<file path="config.mk">
export PLATFORM = sky130hd
export DESIGN_NAME = convq_top
export DESIGN_NICKNAME = d
export VERILOG_FILES = /design/src/rtl/convq_pkg.sv /design/src/rtl/convq_store.sv /design/src/rtl/convq_irq.sv /design/src/rtl/convq_top.sv
export SDC_FILE = /design/constraint.sdc
export NUM_CORES = 1
export LEC_CHECK = 0
export BUFFER_PORTS_ARGS = -buffer_cell sky130_fd_sc_hd__buf_2
export CAP_MARGIN = 5
export CORE_AREA = 5 5 383 385
export DETAILED_ROUTE_END_ITERATION = 6
export DIE_AREA = 0 0 388 390
export GPL_TIMING_DRIVEN = 0
export MAX_ROUTING_LAYER = met4
export PLACE_DENSITY_LB_ADDON = 0.15
export SLEW_MARGIN = 20
export SYNTH_ARGS = -nofsm -noshare
export SYNTH_HDL_FRONTEND = slang
export SYNTH_HIERARCHICAL = 1
export SYNTH_SLANG_ARGS = --single-unit
</file>
<file path="constraint.sdc">
create_clock -name clk -period 5.4 [get_ports clk]
set_clock_uncertainty 0.1 [all_clocks]
set_input_delay 0.54 -clock clk [delete_from_list [all_inputs] [get_ports clk]]
set_output_delay 0.54 -clock clk [all_outputs]
set_load 0.02 [all_outputs]
</file>
<file path="src/rtl/convq_pkg.sv">
package convq_pkg;

    localparam int SAMPLE_W  = 12;
    localparam int TAG_W     = 4;
    localparam int TAG_LSB   = 16;
    localparam int WORD_W    = 32;
    localparam int ADDR_W    = 3;
    localparam int IRQ_W     = 8;

    // status / enable bit positions
    localparam int IRQ_EOS = 1;
    localparam int IRQ_THR = 2;
    localparam int IRQ_OVR = 3;
    localparam int IRQ_UDF = 4;
    localparam logic [IRQ_W-1:0] IRQ_IMPL = 8'b0001_1110;

    typedef enum logic [ADDR_W-1:0] {
        RA_RAW    = 3'd0,
        RA_MASKED = 3'd1,
        RA_ENSET  = 3'd2,
        RA_ENCLR  = 3'd3,
        RA_COUNT  = 3'd4,
        RA_THRESH = 3'd5,
        RA_DATA   = 3'd6,
        RA_NONE   = 3'd7
    } reg_addr_e;

    typedef struct packed {
        logic [TAG_W-1:0]    tag;
        logic [SAMPLE_W-1:0] sample;
    } entry_t;

    function automatic logic [WORD_W-1:0] pack_word(entry_t e);
        logic [WORD_W-1:0] w;
        w = '0;
        w[SAMPLE_W-1:0]          = e.sample;
        w[TAG_LSB +: TAG_W]      = e.tag;
        return w;
    endfunction

endpackage

</file>
<file path="src/rtl/convq_store.sv">
module convq_store
    import convq_pkg::*;
#(
    parameter int DEPTH = 64,
    parameter int CNT_W = $clog2(DEPTH + 1)
) (
    input  logic             clk,
    input  logic             rst,
    input  logic             push,
    input  entry_t           push_entry,
    input  logic             pop,
    output entry_t           head,
    output logic [CNT_W-1:0] count,
    output logic             empty,
    output logic             full,
    output logic             ovr_evt,
    output logic             udf_evt
);
    localparam int PTR_W = (DEPTH > 1) ? $clog2(DEPTH) : 1;
    localparam logic [CNT_W-1:0] FULL_CNT = CNT_W'(DEPTH);

    entry_t             mem [DEPTH];
    logic [PTR_W-1:0]   wr_ptr;
    logic [PTR_W-1:0]   rd_ptr;
    logic               do_push;
    logic               do_pop;

    function automatic logic [PTR_W-1:0] ptr_inc(logic [PTR_W-1:0] p);
        return (p == PTR_W'(DEPTH - 1)) ? '0 : p + 1'b1;
    endfunction

    assign empty   = (count == '0);
    assign full    = (count == FULL_CNT);
    assign do_pop  = pop && !empty;
    assign do_push = push && (!full || do_pop);
    assign ovr_evt = push && !do_push;
    assign udf_evt = pop && empty;
    assign head    = mem[rd_ptr];

    always_ff @(posedge clk) begin
        if (do_push) begin
            mem[wr_ptr] <= push_entry;
        end
    end

    always_ff @(posedge clk) begin
        if (rst) begin
            wr_ptr <= '0;
            rd_ptr <= '0;
            count  <= '0;
        end else begin
            if (do_push) wr_ptr <= ptr_inc(wr_ptr);
            if (do_pop)  rd_ptr <= ptr_inc(rd_ptr);
            case ({do_push, do_pop})
                2'b10:   count <= count + 1'b1;
                2'b01:   count <= count - 1'b1;
                default: count <= count;
            endcase
        end
    end

    AST_COUNT_BOUND: assert property (@(posedge clk) disable iff (rst)
        count <= FULL_CNT);

    AST_FULL_DROP: assert property (@(posedge clk) disable iff (rst)
        (push && full && !pop) |=> (count == FULL_CNT));

    AST_EMPTY_POP_HOLD: assert property (@(posedge clk) disable iff (rst)
        (pop && empty && !push) |=> (count == '0));

endmodule

</file>
<file path="src/rtl/convq_irq.sv">
module convq_irq
    import convq_pkg::*;
#(
    parameter int               NBITS = IRQ_W,
    parameter logic [NBITS-1:0] IMPL  = IRQ_IMPL
) (
    input  logic             clk,
    input  logic             rst,
    input  logic [NBITS-1:0] evt,
    input  logic [NBITS-1:0] clr_bits,
    input  logic [NBITS-1:0] en_set,
    input  logic [NBITS-1:0] en_clr,
    output logic [NBITS-1:0] raw,
    output logic [NBITS-1:0] enable,
    output logic             irq
);
    genvar i;
    generate
        for (i = 0; i < NBITS; i++) begin : g_bit
            if (IMPL[i]) begin : g_impl
                always_ff @(posedge clk) begin
                    if (rst) begin
                        raw[i]    <= 1'b0;
                        enable[i] <= 1'b0;
                    end else begin
                        // an event in the clearing cycle keeps the bit
                        raw[i]    <= evt[i] | (raw[i] & ~clr_bits[i]);
                        enable[i] <= (enable[i] | en_set[i]) & ~en_clr[i];
                    end
                end
            end else begin : g_rsvd
                assign raw[i]    = 1'b0;
                assign enable[i] = 1'b0;
            end
        end
    endgenerate

    assign irq = |(raw & enable);

    AST_STICKY: assert property (@(posedge clk) disable iff (rst)
        1'b1 |=> (((($past(raw) & ~$past(clr_bits)) & ~raw)) == '0));

    AST_SET_WINS: assert property (@(posedge clk) disable iff (rst)
        |(evt & IMPL) |=> ((raw & $past(evt & IMPL)) == $past(evt & IMPL)));

    AST_RSVD_ZERO: assert property (@(posedge clk) disable iff (rst)
        ((raw | enable) & ~IMPL) == '0);

endmodule

</file>
<file path="src/rtl/convq_top.sv">
module convq_top
    import convq_pkg::*;
#(
    parameter int DEPTH = 64
) (
    input  logic                clk,
    input  logic                rst,
    input  logic                res_valid,
    input  logic [SAMPLE_W-1:0] res_sample,
    input  logic [TAG_W-1:0]    res_tag,
    input  logic                seq_done,
    input  logic                reg_wr,
    input  logic                reg_rd,
    input  logic [ADDR_W-1:0]   reg_addr,
    input  logic [WORD_W-1:0]   reg_wdata,
    output logic [WORD_W-1:0]   reg_rdata,
    output logic                irq
);
    localparam int CNT_W = $clog2(DEPTH + 1);

    reg_addr_e          addr;
    entry_t             in_entry;
    entry_t             head;
    logic [CNT_W-1:0]   count;
    logic [CNT_W-1:0]   thresh;
    logic               empty;
    logic               full;
    logic               ovr_evt;
    logic               udf_evt;
    logic               pop;
    logic               thr_hit;
    logic [IRQ_W-1:0]   evt;
    logic [IRQ_W-1:0]   clr_bits;
    logic [IRQ_W-1:0]   en_set;
    logic [IRQ_W-1:0]   en_clr;
    logic [IRQ_W-1:0]   raw;
    logic [IRQ_W-1:0]   enable;
    logic [WORD_W-1:0]  rd_mux;

    assign addr            = reg_addr_e'(reg_addr);
    assign in_entry.tag    = res_tag;
    assign in_entry.sample = res_sample;
    assign pop             = reg_rd && (addr == RA_DATA);

    convq_store #(.DEPTH(DEPTH), .CNT_W(CNT_W)) u_store (
        .clk        (clk),
        .rst        (rst),
        .push       (res_valid),
        .push_entry (in_entry),
        .pop        (pop),
        .head       (head),
        .count      (count),
        .empty      (empty),
        .full       (full),
        .ovr_evt    (ovr_evt),
        .udf_evt    (udf_evt)
    );

    assign thr_hit = (thresh != '0) && (count >= thresh);

    always_comb begin
        evt          = '0;
        evt[IRQ_EOS] = seq_done;
        evt[IRQ_THR] = thr_hit;
        evt[IRQ_OVR] = ovr_evt;
        evt[IRQ_UDF] = udf_evt;
    end

    assign clr_bits = (reg_wr && addr == RA_MASKED) ? reg_wdata[IRQ_W-1:0] : '0;
    assign en_set   = (reg_wr && addr == RA_ENSET)  ? reg_wdata[IRQ_W-1:0] : '0;
    assign en_clr   = (reg_wr && addr == RA_ENCLR)  ? reg_wdata[IRQ_W-1:0] : '0;

    convq_irq #(.NBITS(IRQ_W), .IMPL(IRQ_IMPL)) u_irq (
        .clk      (clk),
        .rst      (rst),
        .evt      (evt),
        .clr_bits (clr_bits),
        .en_set   (en_set),
        .en_clr   (en_clr),
        .raw      (raw),
        .enable   (enable),
        .irq      (irq)
    );

    always_ff @(posedge clk) begin
        if (rst) begin
            thresh <= '0;
        end else if (reg_wr && addr == RA_THRESH) begin
            thresh <= reg_wdata[CNT_W-1:0];
        end
    end

    always_comb begin
        rd_mux = '0;
        case (addr)
            RA_RAW:    rd_mux = WORD_W'(raw);
            RA_MASKED: rd_mux = WORD_W'(raw & enable);
            RA_ENSET,
            RA_ENCLR:  rd_mux = WORD_W'(enable);
            RA_COUNT:  rd_mux = WORD_W'(count);
            RA_THRESH: rd_mux = WORD_W'(thresh);
            RA_DATA:   rd_mux = empty ? '0 : pack_word(head);
            default:   rd_mux = '0;
        endcase
    end

    always_ff @(posedge clk) begin
        if (rst) begin
            reg_rdata <= '0;
        end else if (reg_rd) begin
            reg_rdata <= rd_mux;
        end
    end

    AST_EMPTY_READ_ZERO: assert property (@(posedge clk) disable iff (rst)
        (pop && empty) |=> (reg_rdata == '0));

    AST_EOS_CAPTURE: assert property (@(posedge clk) disable iff (rst)
        seq_done |=> raw[IRQ_EOS]);

    AST_THR_CAPTURE: assert property (@(posedge clk) disable iff (rst)
        thr_hit |=> raw[IRQ_THR]);

    AST_DATA_UPPER_ZERO: assert property (@(posedge clk) disable iff (rst)
        $past(pop) |-> (reg_rdata[WORD_W-1:TAG_LSB+TAG_W] == '0));

endmodule

</file>
# Yosys cells after proc, flatten, opt, wreduce, memory -nomap -nowiden
# Memories as Yosys holds them, arrays and structs flattened. A register that Yosys moved wholly into a read port is not among the register bits.
# Index checks and enable logic that the tools add are counted.
# classes
addsub	4
mul	0
n_div	0
order_cmp	1
eq_ne	11
n_shift	0
mux	12
bitwise	26
reduce_logical	20
# op_table
cell	n
case mux 20 bit (6 select lines)	1
2-to-1 mux 6 bit	4
2-to-1 mux 20 bit	1
2-to-1 mux 5 bit	3
case mux 7 bit (2 select lines)	1
adder 6 x 1 -> 6 bit (second input constant)	2
equality test 6 bit (second input constant)	2
bitwise AND 5 bit	2
logical AND 1 bit	10
equality test 3 bit (second input constant)	3
bitwise AND 1 bit	8
NOT 1 bit	8
bitwise OR 1 bit	8
OR reduction 8 bit	1
adder 7 x 1 -> 7 bit (second input constant)	1
equality test 7 bit (second input constant)	1
greater-or-equal comparator 7 bit	1
logical NOT 7 bit	1
nonzero test 7 bit	1
subtractor 7 x 1 -> 7 bit (second input constant)	1
equality test 3 x 2 -> 1 bit (second input constant)	2
equality test 3 x 1 -> 1 bit (second input constant)	1
logical NOT 1 bit	3
logical NOT 3 bit	1
other kinds (6)	7
# word_totals
register_bits	66
latchBits	0
mem_bits_rw	1024
mem_bits_ro	0
input_bits	57
wordCells	88
mem_count	1
# memory_table
name	depth	width	read_ports	rd_clocked_by_memory_dff	write_ports	line	text
u_store.mem	64	16	1	1	1	convq_store.sv:22	entry_t mem [DEPTH];

# Logic depth before layout (Yosys ltp)
# depth
depth_word	8
depth_mapped	14
ltp_nobuf	13

# Modules after synthesis
# The synthesis kept the hierarchy.
# by_module_without_submodules
mod	n_inst	cells_each	area_each_um2
convq_store	1	1840	40478.8
convq_top	1	191	1627.8
convq_irq	1	41	369.1

# Worst setup path before layout
# Ideal clock, no wire load.
# synth_path
path_type	in2reg
from	input port reg_addr[2]
to	memory u_store/mem[61][0] in the netlist's numbering, enable pin
setup_ps	389
t_arrival_ps	2754
t_required_ps	4911
setup_slack_ps	2157
cell_stages	9
cell_sequence	buf_2 > nand2_1 > nor2_1 > inv_1 > a41oi_1 > and2_1 > clkbuf_1 > nand2_1 > nor2_1
# synth_via
elab_chain_len	7
# synth_lines
item	line	text
start, declared	convq_top.sv:14	input logic [ADDR_W-1:0] reg_addr,
equality test 3 bit	convq_top.sv:43	assign pop = reg_rd && (addr == RA_DATA);
logical AND 1 bit	convq_top.sv:43	
net pop	convq_top.sv:30	logic pop;
logical AND 1 bit	convq_store.sv:34	assign do_pop = pop && !empty;
logical OR 1 bit	convq_store.sv:35	assign do_push = push && (!full || do_pop);
logical AND 1 bit	convq_store.sv:35	
2-to-1 mux 1 bit	convq_store.sv:41	if (do_push) begin
2-to-1 mux 1 bit (not written as such)	convq_store.sv:42	mem[wr_ptr] <= push_entry;
end, declared	convq_store.sv:22	
# The timed path passes the listed nets, and every way through them passes these cells.

==> summary.txt <==
Global route
  • Number of global-route vias before repair: 22159
  • Initial antenna violation count: 6
  • Largest net degree at the start of global routing: 65
  • Gr ovfl total: 0
  • Gr usage total: 16.7%
  • First-pass GRT wire length: 174000 um

Timing
  • Final hold violations: 0
  • Final WS setup: 0.749 ns
  • Min Tclk post-route: 4.65 ns
  • Setup TNS: 0 ns
  • Slew margin rel.: 23.2%
  • Max Fclk: 215 MHz
  • Final setup violation count: 0
  • Count of pins over their slew limit: 0
  • Share of the clock period used by the worst path: 86.1%
  • Worst slew pin tran: 1.15 ns
  • RSZ-0062 raised after global routing: no

Synthesis
  • Syn Area/Cell: 20.6 um^2
  • Yosys warning count: 6
  • Netlist Area Pre-Place: 0.0424 mm^2
  • Synthesized netlist cell count: 2059

Worst setup path
  • Worst Path Arrival: 5.12 ns
  • Crit path capture type: flop
  • Setup Crit Path Kind: flop to flop
  • CP max FO: 10
  • CP endpoint: reg_rdata[16]
  • Critical R2R Capture: reg_rdata[16]
  • Element type at the critical path start: flop
  • R2R depth: 10
  • CP required: 5.87 ns
  • FF-to-FF setup slack: 0.75 ns

Cells and area
  • Layout cells sized above 1: 28.4%
  • Final net count: 2357
  • P&R area growth vs syn: 17.5%
  • Layout Utilization: 34.9%

Route
  • Total number of vias: 21558
  • Post-route ant nets: 0
  • Vias/cell: 5.01
  • Initial drt markers: 1846
  • Total wire length: 124000 um
  • Drt first pass iters: 7
  • Per-cell routed wire length: 28.9 um
  • DRC violations left: 0

Outcome
  • Status: finished, final reports clean

Floorplan
  • Die ar.: 0.151 mm^2
  • DIE WIDTH: 388 um
  • Cell Rows: 139
  • Core area: 0.143 mm^2
  • I/O pin cnt: 90
  • Die H: 390 um
  • Starting Density: 29.7%

Place
  • Dpl ws: 0.882 ns
  • IO Port Bufs: 46
  • Dpl hpwl: 81500 um
  • GP Congestion: 0.938

Clocking
  • Reg clk slew, reported paths: 0.06 ns
  • Num CTS Buffers: 115
  • Clock latency on the worst-skew pair: 0.72 ns
  • CTS tree: yes
  • CTS Buffer Depth: 3
  • Root Driver: clkbuf_16
  • Htree depth: 3
  • Clock sink total: 1080

Run
  • Max-cap violations: 0

Worst hold path
  • Hold Crit Start: rst
  • Hold Crit Class: primary input to flop

Power and ir drop
  • Worst VDD drop: 0.317 mV
  • Leakage: 15.1 nW
  • Power Density: 352 mW/mm^2
[layout make-up]
class                   instances  area [um^2]
multi-input cells             857        10100
fillers                     13367        93000
clock inverters                74          679
inverters                      19         71.3
clock buffers                 145         3050
plain buffers                 125          787
well taps                    1903         2380
diodes                          9         22.5
flip-flops and latches       1080        31900
repair buffers                 87          843
[report_power, final]
part | internal [mW] | switching [mW] | total (mW)
sequential | 9.19 | 0.0162 | 9.21
clock | 4.53 | 3.28 | 7.81
combinational | 0.162 | 0.378 | 0.539
[sequential cells by signal, indices dropped and copies added (netlist names), named ones only]
| signal | flops |
|---|---|
| u_store/mem | 1024 |
| reg_rdata | 16 |
| thresh | 7 |
| u_store/count | 7 |
| u_store/rd_ptr | 6 |
| u_store/wr_ptr | 6 |
| u_irq/enable | 4 |
| u_irq/raw | 4 |
[layer usage]
metal / routed length (um) / share of wire, % / up-vias / track usage, %
met4: 3480 / 2.8 / 0 / 4.42
met1: 54900 / 44 / 11688 / 22.6
li1: - / - / 8986 / -
met2: 57600 / 46 / 695 / 25.7
met3: 8360 / 6.7 / 189 / 3.82
met5: 0 / 0 / - / -
[worst max-delay path: stages (launching register included)]
cell and delay, ns:
dfxtp_1 0.42, buf_2 0.33, buf_2 0.40, buf_2 0.44, buf_2 0.51, mux2i_1 0.41
o22ai_1 0.30, nor3_1 0.95, o221ai_1 0.33, a21oi_1 0.22, nor2_1 0.06
[per-stage QoR]
| stage | power, mW | cell area (um^2) | cells | hold slack [ns] |
|---|---|---|---|---|
| finish | 17.6 | 49800 | 4299 | 0.0860 |
| global route | 18.2 | 49800 | 4293 | 0.0552 |
| CTS | 17.8 | 49800 | 4290 | 0.0195 |
| detailed placement | 9.93 | 46000 | 4062 | 0.339 |
| global placement | 9.90 | 45100 | 4030 | 0.346 |
| floorplan | 9.62 | 42500 | 2081 | 0.360 |
[cells in the final DEF, fill, tap and decap left out, drive strengths merged, types with 11 or more instances in the layout]
cell / n
bufinv: 11
ha: 14
dfxtp: 56
conb: 24
a22oi: 43
o22ai: 37
edfxtp: 1024
clkbuf: 171
clkinv: 55
and2: 17
o221ai: 18
nor2: 122
mux4: 256
nand2: 47
a21oi: 40
inv: 23
buf: 177
mux2i: 86
nor3: 18
nor2b: 26
[worst min-delay path by stage]
| stage | end | slack, ns | cells after the start |
|---|---|---|---|
| floorplan | u_irq/raw[1] | 0.36 | 2 |
| global placement | reg_rdata[7] | 0.35 | 2 |
| detailed placement | reg_rdata[7] | 0.34 | 2 |
| CTS | thresh[2] | 0.02 | 2 |
| global route | thresh[3] | 0.06 | 2 |
| finish | thresh[2] | 0.09 | 2 |
[timing repair]
action | in CTS | in global routing
resized for setup | 0 | 0
buffers inserted | 0 | 0
setup endpoints to repair | 0 | 0
endpoints found under the hold margin | 15 | 0
hold buffers | 9 | 0
No activity file was read; power rests on OpenSTA's default activity.
